===== src/rtl/tvu_pkg.sv =====
`timescale 1ns/1ps
package tvu_pkg;
   typedef enum logic {
      MODE_USER = 1'b0,
      MODE_PRIV = 1'b1
   } tvu_mode_e;

   typedef struct packed {
      logic take_trap;
      logic take_return;
   } tvu_evt_t;
endpackage


===== src/rtl/tvu_base_reg.sv =====
`timescale 1ns/1ps
module tvu_base_reg #(
   parameter int XLEN   = 32,
   parameter int BASE_W = 20
) (
   input  logic              clk,
   input  logic              rst_n,
   input  logic              priv_i,
   input  logic              wr_en_i,
   input  logic [XLEN-1:0]   wr_data_i,
   output logic [BASE_W-1:0] base_o,
   output logic              viol_o
);
   localparam int LOW_W = XLEN - BASE_W;

   generate
      if (BASE_W < 1 || BASE_W >= XLEN) begin : g_bad_width
         $error("tvu_base_reg: BASE_W must lie in 1..XLEN-1");
      end
   endgenerate

   logic [BASE_W-1:0] base_q;
   logic              viol_q;
   logic              wr_ok;
   logic              wr_refused;
   logic              unused_wr_low;

   assign wr_ok         = wr_en_i &  priv_i;
   assign wr_refused    = wr_en_i & ~priv_i;
   assign unused_wr_low = ^wr_data_i[LOW_W-1:0];

   always_ff @(posedge clk) begin
      if (!rst_n) begin
         base_q <= '0;
         viol_q <= 1'b0;
      end else begin
         viol_q <= wr_refused;
         if (wr_ok) begin
            base_q <= wr_data_i[XLEN-1:LOW_W];
         end
      end
   end

   assign base_o = base_q;
   assign viol_o = viol_q;

   a_r6_priv_write_loads: assert property (@(posedge clk) disable iff (!rst_n)
      (wr_en_i && priv_i) |=> (base_q == $past(wr_data_i[XLEN-1:LOW_W])));

   a_r7_user_write_refused: assert property (@(posedge clk) disable iff (!rst_n)
      (wr_en_i && !priv_i) |=> (viol_o && $stable(base_q)));

   a_r7_flag_only_on_refusal: assert property (@(posedge clk) disable iff (!rst_n)
      !(wr_en_i && !priv_i) |=> !viol_o);
endmodule


===== src/rtl/tvu_vector_gen.sv =====
`timescale 1ns/1ps
module tvu_vector_gen #(
   parameter int XLEN     = 32,
   parameter int IMM_W    = 13,
   parameter int NUM_W    = 7,
   parameter int SLOT_LSB = 4,
   parameter int BASE_W   = 20
) (
   input  logic [BASE_W-1:0] base_i,
   input  logic [XLEN-1:0]   operand_i,
   input  logic [IMM_W-1:0]  imm_i,
   output logic [NUM_W-1:0]  trap_num_o,
   output logic [XLEN-1:0]   vector_o
);
   localparam int GAP_W = XLEN - BASE_W - NUM_W - SLOT_LSB;

   generate
      if (GAP_W < 0) begin : g_bad_split
         $error("tvu_vector_gen: base, number and slot fields exceed XLEN");
      end
      if (NUM_W < 1 || NUM_W > XLEN) begin : g_bad_num
         $error("tvu_vector_gen: NUM_W out of range");
      end
   endgenerate

   logic [NUM_W-1:0] imm_n;
   logic [NUM_W-1:0] op_n;
   logic             unused_op_hi;
   logic             unused_imm_hi;

   generate
      if (IMM_W >= NUM_W) begin : g_imm_trunc
         assign imm_n = imm_i[NUM_W-1:0];
         if (IMM_W > NUM_W) begin : g_imm_hi
            assign unused_imm_hi = ^imm_i[IMM_W-1:NUM_W];
         end else begin : g_imm_nohi
            assign unused_imm_hi = 1'b0;
         end
      end else begin : g_imm_sext
         assign imm_n         = {{(NUM_W-IMM_W){imm_i[IMM_W-1]}}, imm_i};
         assign unused_imm_hi = 1'b0;
      end

      if (XLEN > NUM_W) begin : g_op_hi
         assign unused_op_hi = ^operand_i[XLEN-1:NUM_W];
      end else begin : g_op_nohi
         assign unused_op_hi = 1'b0;
      end
   endgenerate

   assign op_n       = operand_i[NUM_W-1:0];
   assign trap_num_o = op_n + imm_n;

   generate
      if (GAP_W > 0) begin : g_with_gap
         assign vector_o = {base_i, {GAP_W{1'b0}}, trap_num_o, {SLOT_LSB{1'b0}}};
      end else begin : g_no_gap
         assign vector_o = {base_i, trap_num_o, {SLOT_LSB{1'b0}}};
      end
   endgenerate

   always_comb begin
      a_r2_slot_low_zero: assert (vector_o[SLOT_LSB-1:0] == '0);
   end
endmodule


===== src/rtl/tvu_mode_ctrl.sv =====
`timescale 1ns/1ps
module tvu_mode_ctrl
   import tvu_pkg::*;
#(
   parameter int XLEN       = 32,
   parameter int INSN_BYTES = 4
) (
   input  logic            clk,
   input  logic            rst_n,
   input  logic            trap_i,
   input  logic            rett_i,
   input  logic [XLEN-1:0] pc_i,
   input  logic [XLEN-1:0] vector_i,
   output logic            priv_o,
   output logic [XLEN-1:0] saved_pc_o,
   output logic            redirect_o,
   output logic [XLEN-1:0] target_o
);
   localparam logic [XLEN-1:0] STEP = XLEN'(INSN_BYTES);

   generate
      if (INSN_BYTES < 1) begin : g_bad_step
         $error("tvu_mode_ctrl: INSN_BYTES must be positive");
      end
   endgenerate

   tvu_mode_e       mode_q;
   logic [XLEN-1:0] saved_q;
   logic            redir_q;
   logic [XLEN-1:0] target_q;
   tvu_evt_t        evt;

   always_comb begin
      evt.take_trap   = trap_i;
      evt.take_return = rett_i & ~trap_i & (mode_q == MODE_PRIV);
   end

   always_ff @(posedge clk) begin
      if (!rst_n) begin
         mode_q   <= MODE_PRIV;
         saved_q  <= '0;
         redir_q  <= 1'b0;
         target_q <= '0;
      end else begin
         redir_q <= evt.take_trap | evt.take_return;
         if (evt.take_trap) begin
            mode_q   <= MODE_PRIV;
            saved_q  <= pc_i + STEP;
            target_q <= vector_i;
         end else if (evt.take_return) begin
            mode_q   <= MODE_USER;
            target_q <= saved_q;
         end
      end
   end

   assign priv_o     = (mode_q == MODE_PRIV);
   assign saved_pc_o = saved_q;
   assign redirect_o = redir_q;
   assign target_o   = target_q;

   a_r3_trap_redirect: assert property (@(posedge clk) disable iff (!rst_n)
      trap_i |=> (redirect_o && target_o == $past(vector_i)));

   a_r4_trap_enters_priv: assert property (@(posedge clk) disable iff (!rst_n)
      trap_i |=> priv_o);

   a_r5_saved_pc_next: assert property (@(posedge clk) disable iff (!rst_n)
      trap_i |=> (saved_pc_o == $past(pc_i) + STEP));

   a_r5_saved_pc_holds: assert property (@(posedge clk) disable iff (!rst_n)
      !trap_i |=> $stable(saved_pc_o));

   a_r8_return_to_user: assert property (@(posedge clk) disable iff (!rst_n)
      (rett_i && !trap_i && priv_o) |=> (!priv_o && redirect_o && target_o == $past(saved_pc_o)));

   a_r9_user_return_ignored: assert property (@(posedge clk) disable iff (!rst_n)
      (rett_i && !trap_i && !priv_o) |=> (!redirect_o && !priv_o));

   a_r3_no_spurious_redirect: assert property (@(posedge clk) disable iff (!rst_n)
      (!trap_i && !rett_i) |=> !redirect_o);
endmodule


===== src/rtl/trap_vector_unit.sv =====
`timescale 1ns/1ps
module trap_vector_unit #(
   parameter int XLEN       = 32,
   parameter int IMM_W      = 13,
   parameter int NUM_W      = 7,
   parameter int SLOT_LSB   = 4,
   parameter int BASE_W     = 20,
   parameter int INSN_BYTES = 4
) (
   input  logic             clk,
   input  logic             rst_n,
   input  logic             trap_valid,
   input  logic [XLEN-1:0]  trap_operand,
   input  logic [IMM_W-1:0] trap_imm,
   input  logic [XLEN-1:0]  trap_pc,
   input  logic             base_wr_en,
   input  logic [XLEN-1:0]  base_wr_data,
   input  logic             rett_valid,
   output logic             redirect,
   output logic [XLEN-1:0]  redirect_target,
   output logic             priv_mode,
   output logic [XLEN-1:0]  saved_pc,
   output logic             priv_violation
);
   localparam int SLOT_BYTES = 1 << SLOT_LSB;

   generate
      if (SLOT_BYTES % INSN_BYTES != 0) begin : g_bad_slot
         $error("trap_vector_unit: a slot must hold whole instructions");
      end
   endgenerate

   logic [BASE_W-1:0] base_w;
   logic [XLEN-1:0]   vector_w;
   logic [NUM_W-1:0]  trap_num_w;
   logic              priv_w;

   tvu_base_reg #(
      .XLEN   (XLEN),
      .BASE_W (BASE_W)
   ) u_base (
      .clk       (clk),
      .rst_n     (rst_n),
      .priv_i    (priv_w),
      .wr_en_i   (base_wr_en),
      .wr_data_i (base_wr_data),
      .base_o    (base_w),
      .viol_o    (priv_violation)
   );

   tvu_vector_gen #(
      .XLEN     (XLEN),
      .IMM_W    (IMM_W),
      .NUM_W    (NUM_W),
      .SLOT_LSB (SLOT_LSB),
      .BASE_W   (BASE_W)
   ) u_vec (
      .base_i     (base_w),
      .operand_i  (trap_operand),
      .imm_i      (trap_imm),
      .trap_num_o (trap_num_w),
      .vector_o   (vector_w)
   );

   tvu_mode_ctrl #(
      .XLEN       (XLEN),
      .INSN_BYTES (INSN_BYTES)
   ) u_mode (
      .clk        (clk),
      .rst_n      (rst_n),
      .trap_i     (trap_valid),
      .rett_i     (rett_valid),
      .pc_i       (trap_pc),
      .vector_i   (vector_w),
      .priv_o     (priv_w),
      .saved_pc_o (saved_pc),
      .redirect_o (redirect),
      .target_o   (redirect_target)
   );

   assign priv_mode = priv_w;

   a_r2_target_fields: assert property (@(posedge clk) disable iff (!rst_n)
      trap_valid |=> (redirect_target[XLEN-1 -: BASE_W] == $past(base_w)
                      && redirect_target[SLOT_LSB-1:0] == '0
                      && redirect_target[SLOT_LSB +: NUM_W] == $past(trap_num_w)));

   a_r11_write_follows_old_mode: assert property (@(posedge clk) disable iff (!rst_n)
      (trap_valid && base_wr_en && !priv_w) |=> (priv_violation && priv_mode));
endmodule


===== config.mk =====
export PLATFORM = sky130hd
export DESIGN_NAME = trap_vector_unit
export DESIGN_NICKNAME = d
export VERILOG_FILES = /design/src/rtl/tvu_pkg.sv /design/src/rtl/tvu_base_reg.sv /design/src/rtl/tvu_vector_gen.sv /design/src/rtl/tvu_mode_ctrl.sv /design/src/rtl/trap_vector_unit.sv
export SDC_FILE = /design/constraint.sdc
export NUM_CORES = 1
export LEC_CHECK = 0
export ABC_AREA = 1
export BUFFER_PORTS_ARGS = -buffer_cell sky130_fd_sc_hd__clkbuf_2
export CORE_MARGIN = 2
export CORE_UTILIZATION = 46
export CTS_CLUSTER_SIZE = 25
export DETAILED_ROUTE_END_ITERATION = 8
export MAX_ROUTING_LAYER = met4
export PLACE_DENSITY = 0.78
export SLEW_MARGIN = 0
export SYNTH_ARGS = -nofsm -noshare
export SYNTH_HDL_FRONTEND = slang
export SYNTH_SLANG_ARGS = --single-unit

===== constraint.sdc =====
create_clock -name clk -period 3.6 [get_ports clk]
set_input_delay 0.36 -clock clk [delete_from_list [all_inputs] [get_ports clk]]
set_output_delay 0.36 -clock clk [all_outputs]
set_load 0.01 [all_outputs]

## Word-level counts from Yosys, hierarchy flattened

Cells that the tools add are included.

| word-level totals | value |
|---|---|
| bits in registers | 87 |
| output and inout bits | 67 |

| cells by class | value |
|---|---|
| add/sub/neg operators | 2 |
| multiplexer cells | 2 |
| bitwise logic cells | 8 |
| reductions and logical operators | 2 |

Operators with widths:

| cell | count |
|---|---|
| $mux W32 | 2 |
| $add A32 B3 Y32 const B | 1 |
| $add A7 B7 Y7 | 1 |
| $and A1 B1 Y1 | 4 |
| $not A1 Y1 | 3 |
| $reduce_bool A2 Y1 | 1 |
| $reduce_or A2 Y1 | 1 |
| $or A1 B1 Y1 | 1 |

## Logic depth before layout (Yosys ltp)

| depth | value |
|---|---|
| depth after elaboration | 5 |
| gate-level depth with buffers | 11 |
| mapped depth without buffers | 11 |

## Modules after synthesis

A second synthesis with hierarchy kept.

| unflattened totals | value |
|---|---|
| cells, all modules | 709 |
| area, all modules | 4,677.0 um^2 |

By module, submodules not included:

| module | instances | cells each | area an instance (um^2) | sequential area each (um^2) |
|---|---|---|---|---|
| tvu_mode_ctrl | 1 | 492 | 3,275.6 | 1,321.3 |
| tvu_base_reg | 1 | 130 | 857.1 | 420.4 |
| tvu_vector_gen | 1 | 87 | 544.3 | 0.0 |

## Worst setup path before layout

Ideal clock, no wire load.

| path | value |
|---|---|
| kind | input to register |
| from | input trap_operand[0] |
| to | register u_mode.target_q[10] (netlist: u_mode.target_o[10]) |
| data arrival time | 1,397 ps |
| path slack | 2,069 ps |
| stages | 11 |
| path through | ha_1 inv_1 fa_1 inv_1 nand3_1 nand2_1 nand3_1 nand2_1 nand2_1 nand3_1 a21oi_1 |

| between the ends | value |
|---|---|
| word-level cells in the longest chain between the ends | 2 |

RTL lines:

| item | line | text |
|---|---|---|
| start: declaration | trap_vector_unit.sv:13 | `input logic [XLEN-1:0] trap_operand,` |
| $add A7 B7 Y7 | tvu_vector_gen.sv:52 | `assign trap_num_o = op_n + imm_n;` |
| $mux W32 | tvu_mode_ctrl.sv:46 | `if (evt.take_trap) begin` |
| end signal: assignment | tvu_mode_ctrl.sv:49 | `target_q <= vector_i;` |
| end signal: assignment | tvu_mode_ctrl.sv:52 | `target_q <= saved_q;` |
| end: declaration | tvu_mode_ctrl.sv:30 | `logic [XLEN-1:0] target_q;` |

No other way between the ends.
A chain may end at the register's enable or synchronous reset.

## Final worst setup path

| path | value |
|---|---|
| from | input rst_n |
| to | register u_mode.target_q[3] (netlist: u_mode.target_o[3]) |

| between the ends | value |
|---|---|
| word-level cells in the longest chain between the ends | 2 |

RTL lines:

| item | line | text |
|---|---|---|
| start: declaration | trap_vector_unit.sv:11 | `input logic rst_n,` |
| $not A1 Y1 (no source line) | - |  |
| $reduce_or A2 Y1 (no source line) | - |  |

No other way between the ends.

==> impl_metrics.yaml <==
run_status:
  outcome: "finished, final reports clean"
die:
  ioPinCount: 181
  fp.dieW_um: 100
  rows: 35
  fp.dieH_um: 100
  coreArea_mm2: 0.00911
  start_util: 0.466
  die_area_mm2: 0.0100
yosys:
  ys_warn_count: 0
  syn-num-nets: 726
  synth_largest_area_cell: "dfxtp_1"
  netlist_area_mm2: 0.00425
  synth_seq_cells: 87
  ys.flop_type: "dfxtp_1"
  synth_cell_types: 36
  yosysTopAreaCellShare: 0.410
  synthCells: 604
  synth-edff-count: 0
  async_flop_share: 0
  yosys-top-cells-area: "dfxtp_1 41%, nand2_1 13%, nor2_1 7.1%"
  ys_top_cells_by_count: "149 x nand2_1, 87 x dfxtp_1, 80 x nor2_1"
  yosysMostFrequentCell: "nand2_1"
  ys_seq_area_frac: 0.410
  avgSynthCellArea_um2: 7.03
place:
  hpwl_um: 9470
  pre_cts_ws_ns: 1.21
  gp_congestion: 0.921
  io_buffer_count: 137
route:
  drc: 0
  antenna_left: 0
  vias: 4432
  first_iter_violations: 264
  firstDrtPassIters: 5
  wire_per_inst_um: 14.4
  via_per_inst: 5.24
  finalWirelength_um: 12200
final_layout:
  diodes: 0
  drive_gt1_frac: 0.253
  nFillCells: 902
  syn_to_final_growth_pct: 23.0
  seqCellArea_mm2: 0.00174
  fin_util: 0.573
  nets: 853
  multi_input_area_mm2: 0.00219
critical_path:
  crit_chain: "clkbuf_2 > buf_4 > inv_1 > nor2_1 > inv_1 > o21ai_0 > o21ai_1 > inv_1"
  rr_worst_depth: 4
  cp-end-kind: "flip-flop"
  cp_max_fo: 48
  path_common_cell: "inv_1"
  critPathBufInv: 5
  crit_slowest_cell: "inv_1"
  cp_num_cells: 8
  crit_family: "buffers and inverters"
  slowest_delay_ns: 0.54
  cp.arrival_ns: 2.35
  worstSetupPathType: "input pin to flip-flop"
  worstSetupStartpointType: "input pin"
  required_ns: 3.90
power_and_ir_drop:
  ir_drop_mv: 0.244
  clock_power_share: 0.366
  p_leak_nw: 2.49
  p_comb_frac: 0.158
  internal-power_mw: 1.63
  p_per_area_mw_per_mm2: 431
  power.switching_uw: 623
  swShare: 0.277
  seq_power_share: 0.476
grt:
  grt_usage: 0.252
  antenna_found_initial: 0
  grt_max_degree: 49
  grt_pass1_vias: 4192
  grt_pass1_wl_um: 19500
  overflow: 0
sta:
  setup_violations: 0
  fin_skew_ns: 0.0128
  hold_viol_final: 0
  worstMarginPinSlew_ns: 0.961
  setup_ws_ns: 1.55
  rsz0062_at_grt: "false"
  finalSetupTns_ns: 0
  maxSlewHeadroom: 0.359
  fmax_mhz: 489
  period_minus_slack_ns: 2.05
  fin_crit_sh: 0.569
  finalMaxSlewViolations: 0
cts:
  cts_tree: "built"
  clock_sinks: 87
  cts_buffers: 9
  cts_hold_buf: 0
  clk_path_buf_depth: 2
  cts_setup_buffers: 0
  cts_resized: 0
  root_buffer: "clkbuf_8"
  cts.reportedPaths.clkPinSlew_ns: 0.08
  cts_max_level: 3
  clock_latency_ns: 0.36
worst_hold_path:
  min_path_cells: 3
  hold_path_class: "input pin to flip-flop"
job:
  max_cap_viol_count: 0
-- placed cells by master, fill, tap and decap left out, types with 2 or more instances in the layout --
cell type,netlist,routed
nand3_1,38,38
nand3_2,3,3
o31ai_1,2,2
xor2_1,5,5
nor2_1,80,80
or2_2,2,2
clkbuf_8,0,9
a21oi_1,26,26
nor2_4,7,7
buf_4,1,2
nand2_1,149,149
o21ai_1,18,18
a22o_1,2,2
nand3_4,2,2
bufinv_16,0,3
nor3_1,4,4
inv_1,47,47
ha_1,7,7
dfxtp_1,87,87
inv_2,6,6
nand4_1,9,9
o21ai_0,45,45
clkbuf_2,0,137
nand2_2,3,3
o22ai_1,2,2
a31oi_1,19,19
xnor2_1,4,4
nor2_2,6,6
-- sequential cells by signal, indices dropped and copies added (netlist names) --
register           cells
u_base.base_o         20
u_mode.redirect_o      1
u_mode.priv_o          1
u_mode.target_o       32
u_base.viol_o          1
u_mode.saved_pc_o     32
-- per-stage QoR --
step           cells  power [mW]  hold WS [ns]  cell area (um2)
6_report         846        2.25         0.219             5220
5_1_grt          846        2.36         0.226             5220
4_1_cts          846        2.26         0.211             5220
3_5_place_dp     831        1.45         0.454             4980
3_3_place_gp     831        1.44         0.439             4980
2_1_floorplan    604        1.29         0.448             4250
-- final cells by class --
type | count | area share
multi-input cells | 440 | 0.420
clock buffers | 9 | 0.0237
well taps | 111 | 0.0266
inverters | 54 | 0.0391
flip-flops and latches | 87 | 0.334
clock inverters | 6 | 0.0225
repair buffers | 139 | 0.134
-- final timing paths --
path	startpoint	endpoint	slack, ns
min reg2reg	u_mode.target_o[1]	u_mode.target_o[1]	0.47
max reg2reg	u_mode.priv_o	u_base.base_o[13]	1.79
min	trap_pc[1]	u_mode.saved_pc_o[1]	0.22
max	rst_n	u_mode.target_o[3]	1.55
-- logic make-up (layout without fill, tap and decap cells) --
group,Yosys count,count (layout),share of synthesized area
AO/OA/AOI/OAI,117,117,0.150
XOR/XNOR,9,9,0.0186
adder cells (fa/ha/maj),8,8,0.0253
buffers and inverters,77,208,0.0731
flip-flops,87,87,0.410
AND/OR/NAND/NOR,306,306,0.323
-- worst register-to-register path, cell delays in order (launching register included) --
cell and delay [ns]:
dfxtp_1 0.44, nand2_1 0.44, inv_1 0.65, nor2_1 0.11, nor2_1 0.12
-- metal layers --
| layer | part of all wire | wire length [um] | vias to the layer above | GRT usage |
|---|---|---|---|---|
| met1 | 0.44 | 5330 | 2000 | 0.310 |
| met3 | 0.061 | 747 | 31 | 0.0460 |
| met2 | 0.46 | 5630 | 166 | 0.396 |
| met4 | 0.040 | 486 | 0 | 0.132 |
| li1 | - | - | 2235 | - |
| met5 | 0 | 0 | - | - |
-- power by group through the flow --
stage | clock network [mW] | registers (mW) | logic, mW
4_1_cts | 0.833 | 1.07 | 0.358
6_report | 0.824 | 1.07 | 0.356
2_1_floorplan | 0 | 1.10 | 0.190
5_1_grt | 0.880 | 1.08 | 0.400
3_3_place_gp | 0 | 1.09 | 0.348
3_5_place_dp | 0 | 1.09 | 0.355
(Power assumes the default switching activity.)
